--- src/rtl/xlate_pkg.sv ---
package xlate_pkg;
  localparam int DIR_W  = 10;
  localparam int TBL_W  = 10;
  localparam int OFF_W  = 12;
  localparam int ENT_SH = 2;
  localparam int ADDR_W = DIR_W + TBL_W + OFF_W;
  localparam int FRM_W  = ADDR_W - OFF_W;

  typedef logic [ADDR_W-1:0] addr_t;

  typedef enum logic [1:0] {
    WS_IDLE = 2'd0,
    WS_DIR  = 2'd1,
    WS_TBL  = 2'd2,
    WS_DONE = 2'd3
  } walk_st_e;

  typedef enum logic {
    LVL_DIR = 1'b0,
    LVL_TBL = 1'b1
  } lvl_e;

  function automatic logic [DIR_W-1:0] dir_index(input addr_t lin);
    return lin[ADDR_W-1 -: DIR_W];
  endfunction

  function automatic logic [TBL_W-1:0] tbl_index(input addr_t lin);
    return lin[OFF_W+TBL_W-1 -: TBL_W];
  endfunction

  function automatic addr_t dir_entry_addr(input addr_t base, input addr_t lin);
    return {base[ADDR_W-1:OFF_W], dir_index(lin), {ENT_SH{1'b0}}};
  endfunction

  function automatic addr_t tbl_entry_addr(input addr_t dir_ent, input addr_t lin);
    return {dir_ent[ADDR_W-1:OFF_W], tbl_index(lin), {ENT_SH{1'b0}}};
  endfunction

  function automatic addr_t phys_of(input addr_t tbl_ent, input addr_t lin);
    return {tbl_ent[ADDR_W-1:OFF_W], lin[OFF_W-1:0]};
  endfunction

  function automatic logic entry_present(input addr_t ent);
    return ent[0];
  endfunction
endpackage

--- src/rtl/xlate_req_capture.sv ---
module xlate_req_capture
  import xlate_pkg::*;
(
  input  logic  clk,
  input  logic  rst_n,
  input  logic  take,
  input  addr_t lin_in,
  input  addr_t base_in,
  output addr_t lin_q,
  output addr_t base_q
);
  always_ff @(posedge clk or negedge rst_n) begin
    if (!rst_n) begin
      lin_q  <= '0;
      base_q <= '0;
    end else if (take) begin
      lin_q  <= lin_in;
      base_q <= base_in;
    end
  end

  // captured request holds while no new request is taken
  p_capture_hold_r9: assert property (@(posedge clk) disable iff (!rst_n)
    !take |=> $stable(lin_q) && $stable(base_q));
endmodule

--- src/rtl/xlate_walk_ctrl.sv ---
module xlate_walk_ctrl
  import xlate_pkg::*;
(
  input  logic  clk,
  input  logic  rst_n,
  input  logic  req_valid,
  input  logic  pg_in,
  input  addr_t lin_in,
  input  addr_t lin_q,
  input  addr_t base_q,
  output logic  take,
  output logic  req_ready,
  output logic  mem_req,
  output addr_t mem_addr,
  input  logic  mem_ready,
  input  addr_t mem_rdata,
  output logic  rsp_valid,
  output addr_t rsp_phys,
  output logic  rsp_fault,
  output logic  rsp_lvl
);
  walk_st_e st_q, st_d;
  addr_t    dir_ent_q;
  addr_t    phys_q;
  logic     fault_q;
  lvl_e     lvl_q;

  logic beat, dir_beat, tbl_beat, dir_absent, tbl_absent, bypass_take;

  assign req_ready   = (st_q == WS_IDLE);
  assign take        = req_valid && req_ready;
  assign bypass_take = take && !pg_in;
  assign mem_req     = (st_q == WS_DIR) || (st_q == WS_TBL);
  assign beat        = mem_req && mem_ready;
  assign dir_beat    = beat && (st_q == WS_DIR);
  assign tbl_beat    = beat && (st_q == WS_TBL);
  assign dir_absent  = dir_beat && !entry_present(mem_rdata);
  assign tbl_absent  = tbl_beat && !entry_present(mem_rdata);

  assign mem_addr = (st_q == WS_TBL) ? tbl_entry_addr(dir_ent_q, lin_q)
                                     : dir_entry_addr(base_q, lin_q);

  always_comb begin
    st_d = st_q;
    unique case (st_q)
      WS_IDLE: if (take) st_d = pg_in ? WS_DIR : WS_DONE;
      WS_DIR:  if (dir_beat) st_d = dir_absent ? WS_DONE : WS_TBL;
      WS_TBL:  if (tbl_beat) st_d = WS_DONE;
      WS_DONE: st_d = WS_IDLE;
      default: st_d = WS_IDLE;
    endcase
  end

  always_ff @(posedge clk or negedge rst_n) begin
    if (!rst_n) begin
      st_q      <= WS_IDLE;
      dir_ent_q <= '0;
      phys_q    <= '0;
      fault_q   <= 1'b0;
      lvl_q     <= LVL_DIR;
    end else begin
      st_q <= st_d;
      if (dir_beat) dir_ent_q <= mem_rdata;
      if (bypass_take) begin
        phys_q  <= lin_in;
        fault_q <= 1'b0;
        lvl_q   <= LVL_DIR;
      end
      if (dir_absent) begin
        phys_q  <= '0;
        fault_q <= 1'b1;
        lvl_q   <= LVL_DIR;
      end
      if (tbl_beat) begin
        phys_q  <= tbl_absent ? '0 : phys_of(mem_rdata, lin_q);
        fault_q <= tbl_absent;
        lvl_q   <= tbl_absent ? LVL_TBL : LVL_DIR;
      end
    end
  end

  assign rsp_valid = (st_q == WS_DONE);
  assign rsp_phys  = phys_q;
  assign rsp_fault = fault_q;
  assign rsp_lvl   = lvl_q;

  // the read request and its address hold until ready
  p_addr_hold_r5: assert property (@(posedge clk) disable iff (!rst_n)
    mem_req && !mem_ready |=> mem_req && $stable(mem_addr));
  // bypass answers next cycle without touching memory
  p_bypass_next_r2: assert property (@(posedge clk) disable iff (!rst_n)
    bypass_take |=> rsp_valid && !mem_req && !rsp_fault);
  // absent directory entry faults at level 0
  p_dir_fault_r6: assert property (@(posedge clk) disable iff (!rst_n)
    dir_absent |=> rsp_valid && rsp_fault && !rsp_lvl && rsp_phys == '0);
  // absent table entry faults at level 1
  p_tbl_fault_r7: assert property (@(posedge clk) disable iff (!rst_n)
    tbl_absent |=> rsp_valid && rsp_fault && rsp_lvl);
  // successful walk keeps the page offset
  p_offset_kept_r4: assert property (@(posedge clk) disable iff (!rst_n)
    tbl_beat && !tbl_absent |=> !rsp_fault &&
      rsp_phys[OFF_W-1:0] == $past(lin_q[OFF_W-1:0]));
  // single-cycle response followed by idle
  p_rsp_pulse_r10: assert property (@(posedge clk) disable iff (!rst_n)
    rsp_valid |=> !rsp_valid && req_ready);
  // no memory traffic while ready for a request
  p_idle_quiet_r8: assert property (@(posedge clk) disable iff (!rst_n)
    req_ready |-> !mem_req && !rsp_valid);
endmodule

--- src/rtl/xlate_walker.sv ---
module xlate_walker
  import xlate_pkg::*;
(
  input  logic              clk,
  input  logic              rst_n,
  input  logic              req_valid,
  output logic              req_ready,
  input  logic [ADDR_W-1:0] req_lin_addr,
  input  logic              paging_en,
  input  logic [ADDR_W-1:0] cr_dir_base,
  output logic              mem_req,
  output logic [ADDR_W-1:0] mem_addr,
  input  logic              mem_ready,
  input  logic [ADDR_W-1:0] mem_rdata,
  output logic              rsp_valid,
  output logic [ADDR_W-1:0] rsp_phys_addr,
  output logic              rsp_fault,
  output logic              rsp_fault_level
);
  logic  take;
  addr_t lin_q, base_q;

  xlate_req_capture u_capture (
    .clk     (clk),
    .rst_n   (rst_n),
    .take    (take),
    .lin_in  (req_lin_addr),
    .base_in (cr_dir_base),
    .lin_q   (lin_q),
    .base_q  (base_q)
  );

  xlate_walk_ctrl u_ctrl (
    .clk       (clk),
    .rst_n     (rst_n),
    .req_valid (req_valid),
    .pg_in     (paging_en),
    .lin_in    (req_lin_addr),
    .lin_q     (lin_q),
    .base_q    (base_q),
    .take      (take),
    .req_ready (req_ready),
    .mem_req   (mem_req),
    .mem_addr  (mem_addr),
    .mem_ready (mem_ready),
    .mem_rdata (mem_rdata),
    .rsp_valid (rsp_valid),
    .rsp_phys  (rsp_phys_addr),
    .rsp_fault (rsp_fault),
    .rsp_lvl   (rsp_fault_level)
  );
endmodule

--- config.mk ---
export PLATFORM = sky130hd
export DESIGN_NAME = xlate_walker
export DESIGN_NICKNAME = d
export VERILOG_FILES = /design/src/rtl/xlate_pkg.sv /design/src/rtl/xlate_req_capture.sv /design/src/rtl/xlate_walk_ctrl.sv /design/src/rtl/xlate_walker.sv
export SDC_FILE = /design/constraint.sdc
export NUM_CORES = 1
export LEC_CHECK = 0
export BUFFER_PORTS_ARGS = -buffer_cell sky130_fd_sc_hd__buf_2
export CORE_UTILIZATION = 36
export DETAILED_ROUTE_END_ITERATION = 10
export GPL_TIMING_DRIVEN = 1
export PLACE_DENSITY_LB_ADDON = 0.05
export SLEW_MARGIN = 20
export SYNTH_ARGS = -nofsm -noshare
export SYNTH_HDL_FRONTEND = slang
export SYNTH_SLANG_ARGS = --single-unit
--- constraint.sdc ---
create_clock -name clk -period 1.88 [get_ports clk]
set_clock_uncertainty 0.15 [all_clocks]
set_input_delay 0.094 -clock clk [delete_from_list [all_inputs] [get_ports clk]]
set_output_delay 0.094 -clock clk [all_outputs]
set_load 0.01 [all_outputs]
==> results.ini <==
[outcome]
status = complete, but fails checks
violations = negative setup slack

[setup_path]
crit_family = buffers and inverters
cp_cell_sequence = inv_2, ha_4, buf_12, mux2_2, buf_2
critPathKind = flip-flop to primary output
slowest_delay_ps = 390
critPathMaxFanout = 11
cp-start-kind = flip-flop
cpMaxStageDelayCell = dfrtp_1
cp_data_arrival_time_ps = 1670
endpoint_kind = primary output
crit_required_ps = 1640
crit_buf_inv = 3

[cts]
cts_tree = built
cts_root_buffer = clkbuf_16
clk_latency_ps = 340
cts_buffers = 9
clockBufferDepth = 2
htree_levels = 3
clk_pin_slew_worst_paths_ps = 70
clock_sinks = 108

[timing]
rsz0062_at_grt = true
clock.fmax_mhz = 524
min_period_ps = 1910
hold_viol = 0
setup_tns_ps = -299
slew_violations = 0
setup_violations = 15
finalWorstSetupSlack_ps = -29.3
period_share_pct = 102

[yosys]
ys_warn_count = 0
yosys-top-cells-count = dfrtp_1, mux2_2, mux2i_1
ys.flop_type = dfrtp_1
synthTopCellsByArea = dfrtp_1, mux2_2, mux2i_1
synth_top_cell_area_share_pct = 54.7
avgSynthCellArea_um2 = 13.7
synth.most_common_cell = dfrtp_1
synthCells = 362
seq_area_frac_synth_pct = 54.7
synth.distinct_cells = 30
synth_area_um2 = 4940
synth-seq-cells = 108
synth_edf_count = 0
synth_top_area_cell = dfrtp_1
synthArstFlopShare_pct = 100

[layout]
n_antenna_cell = 0
area_growth_syn_to_layout_pct = 46.5
drive_gt1_share_pct = 49.7
num-nets-final = 696

[global_route]
grt_use_total_pct = 19.2
antenna_found_initial = 0
grt_max_degree = 46
grt_pass1_vias = 3974
grt_pass1_wl_mm = 20.7
grt_overflow_total = 0

[route]
top_layer = met4
drtIter0Drc = 64
routed-wl-met2_mm = 6.42
vias = 3624
met1_length_mm = 5.55
drc = 0
routedWlPerCell_um = 16.6
detail_route.first_pass.iterations = 4
finalWirelength_mm = 12.8
drtAntennaViolNets = 0
vias_per_cell = 4.70
met3_length_um = 645

[run]
cap_violations = 0

[min_path]
min_path_type = input pin to flip-flop

[die]
fp.dieW_um = 119
die_h_um = 119
start_util_pct = 37.2
dieArea_um2 = 14200
io_pins = 170
rows = 42
coreArea_um2 = 13300

[place]
port_buffers = 144
gp_congestion = 0.702
dpl.hpwl_mm = 8.56

[power]
p_total_mw = 11.8
peakVddDrop_mv = 0.704
power_density_nw_per_um2 = 1620
p_leak_nw = 3.57

## power breakdown
part,switching [mW],total [mW],leakage (nW),internal (mW)
logic,2.41,5.71,2.10,3.29
registers,0.593,4.10,1.32,3.50
clock network,0.853,1.96,0.156,1.11
total,3.86,11.8,3.57,7.91
## timing repair
item | 4_1_cts | 5_1_grt
buffers inserted | 3 | 0
cloned | 0 | 0
gates resized for setup | 38 | 4
hold endpoints to repair | 209 | 0
endpoints found under the setup margin | 30 | 70
hold buffers | 76 | 0
## flip-flops by register name, summed over array words and instances, names as in the netlist
signal            count
u_ctrl.rsp_fault      1
u_ctrl.st_q           2
u_capture.base_q     20
u_ctrl.rsp_lvl        1
u_capture.lin_q      32
u_ctrl.rsp_phys      32
u_ctrl.dir_ent_q     20
## cell usage in the layout (no fill, tap or decap), types with 3 or more instances in the layout
cell | synthesis | layout
buf_2 | 3 | 122
dfrtp_1 | 108 | 107
mux2_2 | 100 | 85
dlygate4sd3_1 | 0 | 76
mux2i_1 | 34 | 34
nand2_1 | 32 | 32
o21ai_1 | 28 | 28
buf_6 | 16 | 22
mux2_4 | 2 | 17
buf_12 | 0 | 12
clkbuf_16 | 0 | 9
buf_4 | 2 | 7
nor2_1 | 4 | 4
o21ai_0 | 3 | 3
a21oi_1 | 3 | 3
ha_1 | 5 | 3
## tightest hold or removal path: stages
cell	delay, ps
buf_2	120
nor2b_1	60
nor2_1	160
a21oi_1	90
## final cells by class
type | instances | area [um^2]
fill | 1158 | 6050
sequential | 108 | 2700
multi-input combinational | 228 | 2080
timing repair buffer | 239 | 1910
clock buffer | 11 | 253
tap | 176 | 220
clock inverter | 5 | 57.6
inverter | 4 | 15.0
## routing by layer
layer / up-vias / track usage (%)
li1: 1723 / -
met1: 1799 / 23.6
met2: 89 / 32.8
met3: 13 / 4.41
met4: 0 / 6.65
met5: - / 0
## cell families after synthesis
logic type	Yosys count	share of synthesized area, %
muxes	136	30.3
DFF	108	54.7
adders and majority gates	5	1.27
other	1	0.0758
AOI/OAI and AO/OA	40	4.58
and+or+nand+nor	45	4.05
buffers and inverters	27	5.11
## stage by stage
step	util (%)	hold WS (ps)	setup WS, ps	cells	area (um^2)
2_1_floorplan	-	-352	216	363	4950
3_3_place_gp	44.7	-56.2	64.7	676	5940
3_5_place_dp	44.7	-57.6	23.6	676	5940
4_1_cts	54.4	42.1	-51.3	771	7230
5_1_grt	54.5	128	-86.3	771	7250
6_report	54.5	67.5	-29.3	771	7250
## final timing paths
kind | start | to | slack, ps | cells past startpoint
min reg2reg | u_capture.lin_q[11]$_DFFE_PN0P_ | u_ctrl.rsp_phys[11]$_DFFE_PN0P_ | 330 | 2
min | req_valid | u_ctrl.st_q[0]$_DFFE_PN0P_ | 70 | 4
max | u_ctrl.st_q[0]$_DFFE_PN0P_ | mem_addr[2] | -30 | 5
max in group asynchronous | rst_n | u_ctrl.rsp_phys[24]$_DFFE_PN0P_ | 860 | 3
min in group asynchronous | rst_n | u_capture.lin_q[0]$_DFFE_PN0P_ | 100 | 2
max reg2reg | u_ctrl.st_q[0]$_DFFE_PN0P_ | u_capture.base_q[19]$_DFFE_PN0P_ | 120 | 6
Note: power is estimated with default switching activity, not from simulation.
